## src/rtl/sram_ctrl_pkg.sv

```systemverilog
package sram_ctrl_pkg;
    typedef enum logic [2:0] {
        ST_IDLE,
        ST_RD_ACCESS,
        ST_RD_CAPTURE,
        ST_WR_SETUP,
        ST_WR_STROBE,
        ST_WR_RECOVER,
        ST_TURN
    } ctrl_state_e;
endpackage

```

## src/rtl/sram_ctrl_fsm.sv

```systemverilog
module sram_ctrl_fsm
    import sram_ctrl_pkg::*;
#(
    parameter int LANES    = 2,
    parameter int RD_CYC   = 2,
    parameter int SU_CYC   = 1,
    parameter int WS_CYC   = 2,
    parameter int TA_CYC   = 1,
    parameter bit BURST_WE = 1'b1
) (
    input  logic             clk,
    input  logic             rst_n,
    input  logic             req,
    input  logic             wr,
    input  logic [LANES-1:0] be,
    output logic             accept,
    output ctrl_state_e      state_q,
    output logic [LANES-1:0] be_q,
    output logic             ce_n,
    output logic             oe_n,
    output logic             we_n,
    output logic [LANES-1:0] bsel_n,
    output logic             drive_en,
    output logic             ready
);
    localparam int M1    = (RD_CYC > SU_CYC) ? RD_CYC : SU_CYC;
    localparam int M2    = (WS_CYC > TA_CYC) ? WS_CYC : TA_CYC;
    localparam int MAXC  = (M1 > M2) ? M1 : M2;
    localparam int CNT_W = (MAXC > 1) ? $clog2(MAXC) : 1;
    localparam logic [CNT_W-1:0] RD_L = CNT_W'(RD_CYC - 1);
    localparam logic [CNT_W-1:0] SU_L = CNT_W'(SU_CYC - 1);
    localparam logic [CNT_W-1:0] WS_L = CNT_W'(WS_CYC - 1);
    localparam logic [CNT_W-1:0] TA_L = CNT_W'(TA_CYC - 1);

    ctrl_state_e      state_d;
    logic [CNT_W-1:0] cnt_q, cnt_d;
    logic [LANES-1:0] be_d;
    logic             hold_d;
    logic             last;

    assign accept = req && ready;
    assign last   = (cnt_q == '0);
    assign be_d   = accept ? be : be_q;
    assign hold_d = BURST_WE && (state_q == ST_WR_RECOVER);

    always_comb begin
        state_d = state_q;
        cnt_d   = cnt_q;
        unique case (state_q)
            ST_IDLE: if (accept) begin
                state_d = wr ? ST_WR_SETUP : ST_RD_ACCESS;
                cnt_d   = wr ? SU_L : RD_L;
            end
            ST_RD_ACCESS: if (last) state_d = ST_RD_CAPTURE;
                          else      cnt_d   = cnt_q - 1'b1;
            ST_RD_CAPTURE: begin
                state_d = ST_TURN;
                cnt_d   = TA_L;
            end
            ST_TURN: if (last) state_d = ST_IDLE;
                     else      cnt_d   = cnt_q - 1'b1;
            ST_WR_SETUP: if (last) begin
                state_d = ST_WR_STROBE;
                cnt_d   = WS_L;
            end else cnt_d = cnt_q - 1'b1;
            ST_WR_STROBE: if (last) state_d = ST_WR_RECOVER;
                          else      cnt_d   = cnt_q - 1'b1;
            ST_WR_RECOVER: state_d = ST_IDLE;
            default: state_d = ST_IDLE;
        endcase
    end

    // state register
    always_ff @(posedge clk or negedge rst_n) begin
        if (!rst_n) begin
            state_q <= ST_IDLE;
            cnt_q   <= '0;
            be_q    <= '0;
        end else begin
            state_q <= state_d;
            cnt_q   <= cnt_d;
            be_q    <= be_d;
        end
    end

    // registered pin outputs, decoded from the next state
    always_ff @(posedge clk or negedge rst_n) begin
        if (!rst_n) begin
            ce_n <= 1'b1; oe_n <= 1'b1; we_n <= 1'b1;
            bsel_n <= '1; drive_en <= 1'b0; ready <= 1'b1;
        end else begin
            ce_n <= 1'b1; oe_n <= 1'b1; we_n <= 1'b1;
            bsel_n <= '1; drive_en <= 1'b0; ready <= 1'b0;
            unique case (state_d)
                ST_IDLE: begin
                    ready <= 1'b1;
                    ce_n  <= !hold_d;
                    we_n  <= !hold_d;
                end
                ST_RD_ACCESS, ST_RD_CAPTURE: begin
                    ce_n <= 1'b0; oe_n <= 1'b0; bsel_n <= ~be_d;
                end
                ST_WR_SETUP, ST_WR_RECOVER: begin
                    ce_n <= 1'b0; we_n <= 1'b0; drive_en <= 1'b1;
                end
                ST_WR_STROBE: begin
                    ce_n <= 1'b0; we_n <= 1'b0; drive_en <= 1'b1;
                    bsel_n <= ~be_d;
                end
                ST_TURN: ;
                default: ;
            endcase
        end
    end


    accept_busy_chk: assert property (@(posedge clk) disable iff (!rst_n)
        accept |=> !ready);


    no_contention_chk: assert property (@(posedge clk) disable iff (!rst_n)
        drive_en |-> oe_n);
endmodule

```

## src/rtl/sram_ctrl_datapath.sv

```systemverilog
module sram_ctrl_datapath
    import sram_ctrl_pkg::*;
#(
    parameter int ADDR_W = 18,
    parameter int DATA_W = 16,
    parameter int LANES  = 2
) (
    input  logic              clk,
    input  logic              rst_n,
    input  logic              accept,
    input  logic [ADDR_W-1:0] host_addr,
    input  logic [DATA_W-1:0] host_wdata,
    input  ctrl_state_e       state_q,
    input  logic [LANES-1:0]  be_q,
    input  logic [DATA_W-1:0] mem_dq_in,
    output logic [ADDR_W-1:0] mem_addr,
    output logic [DATA_W-1:0] mem_dq_out,
    output logic [DATA_W-1:0] host_rdata,
    output logic              host_rvalid
);
    localparam int LANE_W = DATA_W / LANES;

    logic [DATA_W-1:0] lane_mask;

    for (genvar g = 0; g < LANES; g++) begin : g_lane
        assign lane_mask[g*LANE_W +: LANE_W] = {LANE_W{be_q[g]}};
    end

    always_ff @(posedge clk or negedge rst_n) begin
        if (!rst_n) begin
            mem_addr    <= '0;
            mem_dq_out  <= '0;
            host_rdata  <= '0;
            host_rvalid <= 1'b0;
        end else begin
            if (accept) begin
                mem_addr   <= host_addr;
                mem_dq_out <= host_wdata;
            end
            host_rvalid <= (state_q == ST_RD_CAPTURE);
            if (state_q == ST_RD_CAPTURE)
                host_rdata <= mem_dq_in & lane_mask;
        end
    end


    rvalid_pulse_chk: assert property (@(posedge clk) disable iff (!rst_n)
        host_rvalid |=> !host_rvalid);
endmodule

```

## src/rtl/sram_lane_ctrl.sv

```systemverilog
module sram_lane_ctrl
    import sram_ctrl_pkg::*;
#(
    parameter int ADDR_W   = 18,
    parameter int DATA_W   = 16,
    parameter int RD_CYC   = 2,
    parameter int SU_CYC   = 1,
    parameter int WS_CYC   = 2,
    parameter int TA_CYC   = 1,
    parameter bit BURST_WE = 1'b1
) (
    input  logic                 clk,
    input  logic                 rst_n,
    input  logic                 host_req,
    input  logic                 host_wr,
    input  logic [ADDR_W-1:0]    host_addr,
    input  logic [DATA_W-1:0]    host_wdata,
    input  logic [DATA_W/8-1:0]  host_be,
    output logic                 host_ready,
    output logic [DATA_W-1:0]    host_rdata,
    output logic                 host_rvalid,
    output logic [ADDR_W-1:0]    mem_addr,
    output logic [DATA_W-1:0]    mem_dq_out,
    output logic                 mem_dq_oe,
    input  logic [DATA_W-1:0]    mem_dq_in,
    output logic                 mem_ce_n,
    output logic                 mem_oe_n,
    output logic                 mem_we_n,
    output logic [DATA_W/8-1:0]  mem_bsel_n
);
    localparam int LANES = DATA_W / 8;

    ctrl_state_e      state_q;
    logic [LANES-1:0] be_q;
    logic             accept;
    logic             strobe;

    sram_ctrl_fsm #(
        .LANES(LANES), .RD_CYC(RD_CYC), .SU_CYC(SU_CYC),
        .WS_CYC(WS_CYC), .TA_CYC(TA_CYC), .BURST_WE(BURST_WE)
    ) u_fsm (
        .clk(clk), .rst_n(rst_n), .req(host_req), .wr(host_wr), .be(host_be),
        .accept(accept), .state_q(state_q), .be_q(be_q),
        .ce_n(mem_ce_n), .oe_n(mem_oe_n), .we_n(mem_we_n), .bsel_n(mem_bsel_n),
        .drive_en(mem_dq_oe), .ready(host_ready)
    );

    sram_ctrl_datapath #(
        .ADDR_W(ADDR_W), .DATA_W(DATA_W), .LANES(LANES)
    ) u_dp (
        .clk(clk), .rst_n(rst_n), .accept(accept),
        .host_addr(host_addr), .host_wdata(host_wdata),
        .state_q(state_q), .be_q(be_q), .mem_dq_in(mem_dq_in),
        .mem_addr(mem_addr), .mem_dq_out(mem_dq_out),
        .host_rdata(host_rdata), .host_rvalid(host_rvalid)
    );

    assign strobe = !mem_ce_n && !mem_we_n && !(&mem_bsel_n);


    strobe_hold_chk: assert property (@(posedge clk) disable iff (!rst_n)
        strobe |=> (!strobe || ($stable(mem_addr) && $stable(mem_dq_out))));


    write_end_chk: assert property (@(posedge clk) disable iff (!rst_n)
        strobe |=> (strobe || (!mem_ce_n && !mem_we_n && mem_dq_oe)));
endmodule

```

## config.mk

```make
export PLATFORM = sky130hd
export DESIGN_NAME = sram_lane_ctrl
export DESIGN_NICKNAME = d
export VERILOG_FILES = /design/src/rtl/sram_ctrl_pkg.sv /design/src/rtl/sram_ctrl_fsm.sv /design/src/rtl/sram_ctrl_datapath.sv /design/src/rtl/sram_lane_ctrl.sv
export SDC_FILE = /design/constraint.sdc
export NUM_CORES = 1
export LEC_CHECK = 0
export CORE_ASPECT_RATIO = 0.8
export CORE_MARGIN = 4
export CORE_UTILIZATION = 28
export DETAILED_ROUTE_END_ITERATION = 6
export SLEW_MARGIN = 10
export SYNTH_ARGS = -nofsm -noshare
export SYNTH_HDL_FRONTEND = slang
export SYNTH_SLANG_ARGS = --single-unit
```

## constraint.sdc

```tcl
create_clock -name clk -period 1.4 [get_ports clk]
set_input_delay 0.28 -clock clk [delete_from_list [all_inputs] [get_ports clk]]
set_output_delay 0.28 -clock clk [all_outputs]
set_load 0.01 [all_outputs]
```

### Word-level counts from Yosys, hierarchy flattened

Cells that the tools add are included.
W data, S select, Z words.

| cells by class | value |
|---|---|
| magnitude comparators | 0 |
| multiplexer cells | 19 |
| reductions and logical operators | 11 |
| add/subtract/negate cells | 1 |
| shift operators | 0 |
| div/mod/pow operators | 0 |
| equality and inequality tests | 12 |
| $mul | 0 |
| bitwise gates (word level) | 2 |

Operator list:

| cell | count |
|---|---|
| $pmux W3 S6 | 1 |
| $and A16 B16 Y16 | 1 |
| $eq A3 B3 Y1 const B | 5 |
| $mux W3 | 5 |
| $eq A3 B2 Y1 const B | 4 |
| $reduce_or A3 Y1 | 3 |
| $mux W1 | 7 |
| $eq A3 B1 Y1 const B | 2 |
| $logic_not A3 Y1 | 2 |
| $mux W2 | 3 |
| $reduce_or A5 Y1 | 1 |
| $pmux W1 S2 | 2 |
| $pmux W1 S4 | 1 |
| $reduce_bool A4 Y1 | 1 |
| $ne A2 B1 Y1 const B | 1 |
| $not A2 Y2 | 1 |
| $reduce_and A2 Y1 | 1 |
| $reduce_or A2 Y1 | 1 |
| $logic_and A1 B1 Y1 | 1 |
| $logic_not A1 Y1 | 1 |
| $sub A1 B1 Y1 const B | 1 |

| word-level totals | value |
|---|---|
| bits in read-only memories | 0 |
| memory bits (writable) | 0 |
| register bits | 64 |
| bits in latches | 0 |
| logic and storage cells | 58 |
| memories kept | 0 |

### Longest topological paths before layout

Gate-level depths: netlist of the first run.

| logic depth | value |
|---|---|
| word-level depth | 6 |
| gate-level depth with buffers | 5 |

### Cells and area by module

A second synthesis of the first run with hierarchy kept.

| unflattened totals | value |
|---|---|
| cells, all modules | 198 |
| area, all modules | 2,675.1 um2 |

Modules (own cells, without submodules):

| module | area each (um2) | cells each | instances |
|---|---|---|---|
| sram_ctrl_datapath | 2,031.9 | 142 | 1 |
| sram_ctrl_fsm | 643.1 | 56 | 1 |

### Worst setup path before layout of the first run

OpenSTA, ideal clock, no wires.

| timing path | value |
|---|---|
| kind | reg2reg |
| start point | register u_fsm.ready |
| end point | register u_dp.mem_addr[10] |
| arrival time | 1.423 ns |
| clock period less this slack | 1.548 ns |
| slack | -0.148 ns |
| library setup time | 0.125 ns |
| required time | 1.275 ns |
| stages on the path, launching flop included | 5 |
| cells stage by stage | dfstp_2 -> and2_1 -> buf_2 -> buf_2 -> mux2_2 |

| between the ends | value |
|---|---|
| word-level cells in the longest chain between the ends | 1 |

Ends and longest elaborated chain:

| what | line | RTL |
|---|---|---|
| start: declaration | sram_ctrl_fsm.sv:24 | `output logic ready` |
| start signal: assignment | sram_ctrl_fsm.sv:90 | `bsel_n <= '1; drive_en <= 1'b0; ready <= 1'b1;` |
| start signal: assignment | sram_ctrl_fsm.sv:93 | `bsel_n <= '1; drive_en <= 1'b0; ready <= 1'b0;` |
| start signal: assignment | sram_ctrl_fsm.sv:96 | `ready <= 1'b1;` |
| $logic_and A1 B1 Y1 | sram_ctrl_fsm.sv:41 | `assign accept = req && ready;` |
| end signal: assignment | sram_ctrl_datapath.sv:37 | `mem_addr <= host_addr;` |
| end: declaration | sram_ctrl_datapath.sv:16 | `output logic [ADDR_W-1:0] mem_addr,` |

No other way between the ends.
A chain may end at the register's enable or synchronous reset.

### Worst setup path in the final report of the first run

| timing path | value |
|---|---|
| start point | register u_fsm.ready |
| end point | register u_dp.mem_addr[5] |

Same word-level chain as after synthesis.

==> impl_metrics.xml, run 1 <==
<?xml version="1.0" encoding="UTF-8"?>
<metrics>
  <group name="run_status">
    <metric name="status" unit="">finished clean</metric>
  </group>
  <group name="power">
    <metric name="cellLeakagePower" unit="nW">1.930</metric>
    <metric name="ir_worst_vdd" unit="mV">0.9041</metric>
    <metric name="power-per-cell-area" unit="nW/µm²">2250</metric>
  </group>
  <group name="route">
    <metric name="remaining_drc_errors" unit="">0</metric>
    <metric name="vias_per_cell" unit="">4.349</metric>
    <metric name="detail_route.wirelength" unit="µm">6338</metric>
    <metric name="detailedRoute.firstPassIterationCount" unit="">4</metric>
    <metric name="vias" unit="">1957</metric>
    <metric name="wirelength_per_cell" unit="µm">14.08</metric>
    <metric name="final_antenna_net_count" unit="">0</metric>
    <metric name="initialDrtViolationCount" unit="">85</metric>
  </group>
  <group name="synthesis">
    <metric name="yosys_most_used_dff" unit="">sky130_fd_sc_hd__dfrtp_1</metric>
    <metric name="async_reset_ff_share" unit="%">100.0</metric>
    <metric name="post_synth.cell_area_avg" unit="µm²">12.56</metric>
    <metric name="main_combinational_cell_family_by_area_after_synthesis" unit="">multiplexers</metric>
    <metric name="cell_count_after_synthesis" unit="">203</metric>
    <metric name="synth_sequential_area_ratio" unit="%">63.10</metric>
    <metric name="ys_top_cells_by_count" unit="">sky130_fd_sc_hd__dfrtp_1, sky130_fd_sc_hd__mux2_2, sky130_fd_sc_hd__nand2_1, sky130_fd_sc_hd__o21ai_0, sky130_fd_sc_hd__a21oi_1</metric>
    <metric name="post_synth_fa_ha_maj_area_fraction" unit="%">0</metric>
    <metric name="post_synth_instance_area" unit="µm²">2550</metric>
    <metric name="postSynthNetCount" unit="">259</metric>
    <metric name="synth_seq_cells" unit="">64</metric>
    <metric name="post-synth-top-count-cell" unit="">sky130_fd_sc_hd__dfrtp_1</metric>
    <metric name="synth_largest_type_area_fraction" unit="%">56.92</metric>
    <metric name="synth-edff-count" unit="">0</metric>
    <metric name="synth_cell_types" unit="">30</metric>
    <metric name="top_cell_type_by_total_area_after_synthesis" unit="">sky130_fd_sc_hd__dfrtp_1</metric>
    <metric name="synth_xor_area_share" unit="%">0</metric>
    <metric name="share_of_synthesized_area_spent_on_multiplexers" unit="%">16.34</metric>
    <metric name="synth-simple-area-share" unit="%">8.685</metric>
    <metric name="synth.area.top_cells" unit="">sky130_fd_sc_hd__dfrtp_1, sky130_fd_sc_hd__mux2_2, sky130_fd_sc_hd__dfstp_2</metric>
    <metric name="synth-warning-count" unit="">0</metric>
    <metric name="synth_compound_gate_area_share" unit="%">9.127</metric>
  </group>
  <group name="critical_path">
    <metric name="setup.worst_path.start_class" unit="">flip-flop</metric>
    <metric name="worstPathCellList" unit="">and2_4, buf_12, mux2_2</metric>
    <metric name="worst_path_max_delay_cell" unit="">sky130_fd_sc_hd__dfstp_2</metric>
    <metric name="cp.arrival" unit="ns">1.60</metric>
    <metric name="timing.setup.critical_path_class" unit="">reg -&gt; reg</metric>
    <metric name="cp.buffers_inverters" unit="">1</metric>
    <metric name="worstPathMaxFanout" unit="">19</metric>
    <metric name="critPathMaxStageDelay" unit="ns">0.56</metric>
    <metric name="crit_required" unit="ns">1.60</metric>
    <metric name="timing.critical_path.max_delay_family" unit="">flip-flops</metric>
    <metric name="worstSetupEndpointType" unit="">flip-flop</metric>
  </group>
  <group name="placed_design">
    <metric name="port-buffer-count" unit="">113</metric>
    <metric name="place_ws" unit="ns">-0.2736</metric>
    <metric name="standard_cell_area_after_detailed_placement" unit="µm²">3941</metric>
    <metric name="dpl.hpwl" unit="µm">4562</metric>
    <metric name="place_congestion" unit="">0.7521</metric>
  </group>
  <group name="grt">
    <metric name="grt_first_pass_wirelength" unit="µm">10400</metric>
    <metric name="initial_antenna_violation_count" unit="">0</metric>
    <metric name="first_global_vias" unit="">2101</metric>
    <metric name="maximum_number_of_pins_on_one_net_before_global_route_repair" unit="">65</metric>
    <metric name="global_route.usage.total" unit="%">12.41</metric>
    <metric name="total_overflow_reported_by_the_global_router" unit="">0</metric>
  </group>
  <group name="die">
    <metric name="initial_utilization" unit="%">29.41</metric>
    <metric name="die_w" unit="µm">114.7</metric>
    <metric name="std_cell_rows" unit="">30</metric>
    <metric name="die_h" unit="µm">93.36</metric>
    <metric name="io_pins" unit="">114</metric>
    <metric name="design.die.area" unit="µm²">10710</metric>
    <metric name="coreArea" unit="µm²">8671</metric>
  </group>
  <group name="clock_tree">
    <metric name="cts_tree" unit="">done</metric>
    <metric name="max_h_tree_level" unit="">3</metric>
    <metric name="clk_transition_reported_paths" unit="ns">0.05</metric>
    <metric name="clockBufferDepth" unit="">2</metric>
    <metric name="cts_sinks" unit="">64</metric>
    <metric name="cts_root_buffer" unit="">sky130_fd_sc_hd__clkbuf_16</metric>
    <metric name="cts_inserted_buffers" unit="">9</metric>
    <metric name="postCtsSetupRepairBufs" unit="">0</metric>
    <metric name="insertion_delay" unit="ns">0.33</metric>
  </group>
  <group name="sta">
    <metric name="final_worst_path_cycle_share" unit="%">99.72</metric>
    <metric name="slew_headroom" unit="%">77.29</metric>
    <metric name="worst_clock_skew" unit="ns">0.005962</metric>
    <metric name="rsz_0062_raised_after_global_routing" unit="">true</metric>
    <metric name="finalSetupViolCount" unit="">0</metric>
    <metric name="hold_viol" unit="">0</metric>
    <metric name="fmax" unit="MHz">716.3</metric>
    <metric name="finalWorstSetupSlack" unit="ns">0.003962</metric>
    <metric name="maxSlewViolCount" unit="">0</metric>
    <metric name="tns" unit="ns">0</metric>
    <metric name="least_margin_pin_slew" unit="ns">0.3407</metric>
    <metric name="finalCriticalPeriod" unit="ns">1.396</metric>
  </group>
  <group name="hold_path">
    <metric name="timing.hold.worst.class" unit="">reg -&gt; reg</metric>
  </group>
  <group name="layout">
    <metric name="area_delta_synth_final" unit="%">64.87</metric>
    <metric name="antenna-diode-count" unit="">0</metric>
    <metric name="layout.nets" unit="">389</metric>
    <metric name="nFillCells" unit="">836</metric>
    <metric name="design_area" unit="µm²">4204</metric>
    <metric name="drive_above_1_share" unit="%">25.15</metric>
  </group>
  <group name="job">
    <metric name="maxCapViolations" unit="">0</metric>
  </group>
</metrics>
-- cells by family (layout without fill, tap and decap cells) --
family                 after synthesis  after routing
muxes                               37             37
buffers and inverters               15            150
AOI/OAI and AO/OA                   36             36
DFF                                 64             64
and+or+nand+nor                     51             51
-- worst reg2reg max path, delay by kind of cell (launching register included) --
family,cells,cell delay (ns)
flip-flops,1,0.56
multiplexers,1,0.35
AND/OR/NAND/NOR,1,0.20
buffers and inverters,1,0.17
-- sequential cells by signal (all words and copies together) (netlist names) --
register and cells:
u_fsm.state_q 3, u_fsm.oe_n 1, u_dp.mem_dq_out 16, u_fsm.ready 1, u_fsm.cnt_q 1, u_fsm.be_q 2
u_fsm.bsel_n 2, u_dp.host_rdata 16, u_dp.host_rvalid 1, u_fsm.ce_n 1, u_fsm.we_n 1, u_dp.mem_addr 18
u_fsm.drive_en 1
-- routing by layer --
layer	part of all wire, %	vias up	global-route usage [%]
met3	9.2	10	5.369
li1	-	963	-
met5	0	-	0
met1	47	909	16.42
met4	1.2	0	3.812
met2	42	75	18.36
-- repair_timing --
item,CTS,global route
gates resized for setup,67,6
pin swaps,0,1
endpoints found under the setup margin,61,40
hold buffers,1,0
endpoints found under the hold margin,58,0
-- worst paths after layout --
kind / slack (ns) / depth (start not counted) / to / from
setup reg to reg: 0.004 / 3 / u_dp.mem_addr[5] / u_fsm.ready
hold / removal: 0.48 / 2 / u_dp.host_rdata[4] / u_dp.host_rdata[4]
min in group asynchronous: 0.53 / 3 / u_dp.host_rdata[1] / rst_n
hold reg to reg: 0.48 / 2 / u_dp.host_rdata[4] / u_dp.host_rdata[4]
setup / recovery: 0.004 / 3 / u_dp.mem_addr[5] / u_fsm.ready
max in group asynchronous: 0.55 / 3 / u_fsm.bsel_n[0] / rst_n
-- stage by stage --
stage          hold WS [ns]  utilization, %  power (W)  instances
2_1_floorplan      -0.01559               -   0.005407        203
3_3_place_gp         0.3272           45.45   0.007797        433
3_5_place_dp         0.3288           45.45   0.007877        433
4_1_cts              0.4823           48.27   0.009575        450
5_1_grt              0.5102           48.48    0.01014        450
6_report             0.4779           48.48   0.009459        450
-- layout make-up --
| class | instances | area [µm²] | share of cell area, % |
|---|---|---|---|
| Multi-Input combinational cell | 124 | 894.6 | 21.28 |
| Clock inverter | 3 | 40.04 | 0.9524 |
| Inverter | 2 | 7.507 | 0.1786 |
| Tap cell | 112 | 140.1 | 3.333 |
| Sequential cell | 64 | 1610 | 38.30 |
| Timing Repair Buffer | 132 | 1251 | 29.76 |
| Clock buffer | 13 | 260.3 | 6.190 |
-- where the power goes --
part / total [W] / internal, W / leakage [nW] / switching (W)
Sequential: 0.00336 / 0.00283 / 0.773 / 0.000525
Clock: 0.00222 / 0.00147 / 0.150 / 0.000757
Combinational: 0.00388 / 0.00214 / 1.01 / 0.00174
-- layout by cell type (no fill, tap or decap), drive strengths merged, types with 6 or more instances in the layout --
master,instances
clkdlybuf4s50,54
mux2,37
nand2,36
dlygate4sd2,53
dfrtp,58
buf,20
dfstp,6
o21ai,19
clkbuf,13
a21oi,7
(Power assumes the default switching activity.)
==> run 2, diff against run 1 <==
- CORE_UTILIZATION: 28 -> 37
- PLACE_DENSITY: default -> 0.75
==> run 2 against run 1 <==
- setup slack better by 0.016 ns
- largest power group unchanged
- flip-flop and latch count did not move
- routed wire length decreased by 0.28%
- register-to-register slack improved by 0.02 ns
- critical path type unchanged
- final cell count down 6.2%
- non-clock buffer count unchanged
- count of clock-buffer cells in the layout fell by 3
==> impl_metrics.xml, run 2 (synthesis results as in run 1) <==
<?xml version="1.0" encoding="UTF-8"?>
<metrics>
  <group name="run_status">
    <metric name="status" unit="">finished clean</metric>
  </group>
  <group name="clock_tree">
    <metric name="cts_tree" unit="">done</metric>
    <metric name="cts_inserted_buffers" unit="">9</metric>
    <metric name="cts_sinks" unit="">64</metric>
    <metric name="max_h_tree_level" unit="">3</metric>
    <metric name="cts_root_buffer" unit="">sky130_fd_sc_hd__clkbuf_8</metric>
    <metric name="clockBufferDepth" unit="">2</metric>
    <metric name="clk_transition_reported_paths" unit="ns">0.07</metric>
    <metric name="insertion_delay" unit="ns">0.34</metric>
  </group>
  <group name="route">
    <metric name="vias" unit="">1960</metric>
    <metric name="wirelength_per_cell" unit="µm">14.98</metric>
    <metric name="initialDrtViolationCount" unit="">49</metric>
    <metric name="vias_per_cell" unit="">4.645</metric>
    <metric name="detailedRoute.firstPassIterationCount" unit="">4</metric>
    <metric name="detail_route.wirelength" unit="µm">6320</metric>
    <metric name="final_antenna_net_count" unit="">0</metric>
    <metric name="remaining_drc_errors" unit="">0</metric>
  </group>
  <group name="die">
    <metric name="die_w" unit="µm">100.8</metric>
    <metric name="design.die.area" unit="µm²">8292</metric>
    <metric name="initial_utilization" unit="%">39.00</metric>
    <metric name="std_cell_rows" unit="">26</metric>
    <metric name="io_pins" unit="">114</metric>
    <metric name="die_h" unit="µm">82.25</metric>
    <metric name="coreArea" unit="µm²">6539</metric>
  </group>
  <group name="grt">
    <metric name="first_global_vias" unit="">2073</metric>
    <metric name="total_overflow_reported_by_the_global_router" unit="">0</metric>
    <metric name="grt_first_pass_wirelength" unit="µm">10300</metric>
    <metric name="initial_antenna_violation_count" unit="">0</metric>
    <metric name="global_route.usage.total" unit="%">16.27</metric>
    <metric name="maximum_number_of_pins_on_one_net_before_global_route_repair" unit="">65</metric>
  </group>
  <group name="layout">
    <metric name="largest_reg_flops" unit="">18</metric>
    <metric name="top_register" unit="">u_dp.mem_addr</metric>
    <metric name="largestRegisters" unit="">u_dp.mem_addr x18, u_dp.host_rdata x16, u_dp.mem_dq_out x16</metric>
    <metric name="mostFrequentLayoutCell" unit="">sky130_fd_sc_hd__dfrtp_1</metric>
    <metric name="antenna-diode-count" unit="">0</metric>
    <metric name="layout.nets" unit="">389</metric>
    <metric name="layout_common_cells" unit="">sky130_fd_sc_hd__dfrtp_1, sky130_fd_sc_hd__clkdlybuf4s50_1, sky130_fd_sc_hd__dlygate4sd2_1, sky130_fd_sc_hd__mux2_2, sky130_fd_sc_hd__nand2_1</metric>
    <metric name="area_delta_synth_final" unit="%">56.62</metric>
    <metric name="drive_above_1_share" unit="%">26.63</metric>
  </group>
  <group name="power">
    <metric name="internal-power" unit="W">0.005516</metric>
    <metric name="p_sw_share" unit="%">35.13</metric>
    <metric name="power-per-cell-area" unit="nW/µm²">2129</metric>
    <metric name="design_power_total" unit="W">0.008503</metric>
    <metric name="p_comb_share" unit="%">44.9</metric>
    <metric name="switchingPower" unit="W">0.002987</metric>
    <metric name="ir_worst_vdd" unit="mV">1.083</metric>
    <metric name="power.clock.fraction" unit="%">15.5</metric>
    <metric name="cellLeakagePower" unit="nW">1.848</metric>
    <metric name="share_seq_of_total_power" unit="%">39.6</metric>
  </group>
  <group name="sta">
    <metric name="final_worst_path_cycle_share" unit="%">98.60</metric>
    <metric name="finalCriticalPeriod" unit="ns">1.380</metric>
    <metric name="fmax" unit="MHz">724.4</metric>
    <metric name="finalWorstSetupSlack" unit="ns">0.01957</metric>
    <metric name="slew_headroom" unit="%">74.82</metric>
    <metric name="least_margin_pin_slew" unit="ns">0.3724</metric>
    <metric name="worst_clock_skew" unit="ns">0.009611</metric>
    <metric name="maxSlewViolCount" unit="">0</metric>
    <metric name="finalSetupViolCount" unit="">0</metric>
    <metric name="rsz_0062_raised_after_global_routing" unit="">true</metric>
    <metric name="hold_viol" unit="">0</metric>
  </group>
  <group name="placed_design">
    <metric name="port-buffer-count" unit="">113</metric>
    <metric name="place_congestion" unit="">0.7673</metric>
    <metric name="place_ws" unit="ns">-0.2777</metric>
    <metric name="dpl.hpwl" unit="µm">4730</metric>
  </group>
  <group name="job">
    <metric name="maxCapViolations" unit="">0</metric>
  </group>
  <group name="critical_path">
    <metric name="cp.arrival" unit="ns">1.60</metric>
    <metric name="critPathMaxStageDelay" unit="ns">0.55</metric>
    <metric name="worstPathCellList" unit="">and2_4, buf_12, mux2_2</metric>
    <metric name="setup.worst_path.start_class" unit="">flip-flop</metric>
    <metric name="worstSetupEndpointType" unit="">flip-flop</metric>
    <metric name="worstPathMaxFanout" unit="">19</metric>
    <metric name="crit_required" unit="ns">1.62</metric>
    <metric name="timing.setup.critical_path_class" unit="">reg -&gt; reg</metric>
    <metric name="worst_path_max_delay_cell" unit="">sky130_fd_sc_hd__dfstp_2</metric>
  </group>
  <group name="hold_path">
    <metric name="timing.hold.worst.class" unit="">in -&gt; async</metric>
  </group>
</metrics>
==> run 2: changes by cell type in the layout (fill, tap and decap cells not counted), sizes merged <==
| cell | change |
|---|---|
| bufinv | -1 |
| clkbuf | +2 |
| clkdlybuf4s15 | -4 |
| clkinv | +1 |
| clkinvlp | +3 |
| dlygate4sd2 | -1 |
==> run 2: path summary, 6_finish.rpt <==
check | depth (start not counted) | to | from | slack, ns
setup / recovery | 3 | u_dp.mem_addr[3] | u_fsm.ready | 0.02
hold / removal | 3 | u_dp.mem_dq_out[7] | rst_n | 0.48
setup reg to reg | 3 | u_dp.mem_addr[3] | u_fsm.ready | 0.02
hold reg to reg | 2 | u_dp.host_rdata[8] | u_dp.host_rdata[8] | 0.48
max in group asynchronous | 3 | u_fsm.we_n | rst_n | 0.60
min in group clk | 2 | u_dp.host_rdata[8] | u_dp.host_rdata[8] | 0.48
==> run 2: layout make-up <==
| type | count | area (µm²) |
|---|---|---|
| clock buffers | 10 | 127.6 |
| clock inverters | 6 | 37.54 |
| flip-flops and latches | 64 | 1610 |
| fillers | 577 | 2545 |
| inverters | 2 | 7.507 |
| repair buffers | 132 | 1217 |
| multi-input cells | 124 | 888.4 |
| well taps | 84 | 105.1 |
==> run 2: what timing repair did <==
action | 4_1_cts | 5_1_grt
gates resized for setup | 67 | 10
endpoints found under the setup margin | 60 | 26
pin swaps | 0 | 6
setup buffers | 0 | 1
endpoints found under the hold margin | 58 | 0
cloned | 0 | 0
hold buffers | 1 | 0
==> run 2: stage by stage <==
stage	TNS [ns]	hold slack, ns	area (µm²)	utilization (%)	cells
3_5_place_dp	-9.572	0.3238	3886	59.43	404
4_1_cts	0	0.4773	3993	61.06	421
6_report	0	0.4767	3994	61.08	422
5_1_grt	-0.4995	0.4921	3994	61.08	422
3_3_place_gp	-8.807	0.3205	3886	59.43	404
2_1_floorplan	-0.4245	-0.01559	2577	-	203
==> run 2: critical path, delay by kind of cell (launching register included) <==
kind                   cells  cell delay (ns)
muxes                      1             0.35
buffers and inverters      1             0.17
DFF                        1             0.55
and+or+nand+nor            1             0.19
==> run 2: power by group through the flow <==
stage          Sequential [W]  Combinational (W)  Clock [W]
2_1_floorplan         0.00368            0.00172          0
3_3_place_gp          0.00341            0.00428          0
3_5_place_dp          0.00344            0.00441          0
4_1_cts               0.00338            0.00385    0.00138
5_1_grt               0.00351            0.00420    0.00146
6_report              0.00337            0.00381    0.00132
==> run 2: metal layers <==
layer / up-vias / GRT usage [%] / part of all wire [%]
li1: 957 / - / -
met1: 926 / 18.91 / 40
met2: 71 / 28.06 / 50
met4: 0 / 5.249 / 0.74
met5: - / 0 / 0
met3: 6 / 6.129 / 9.4
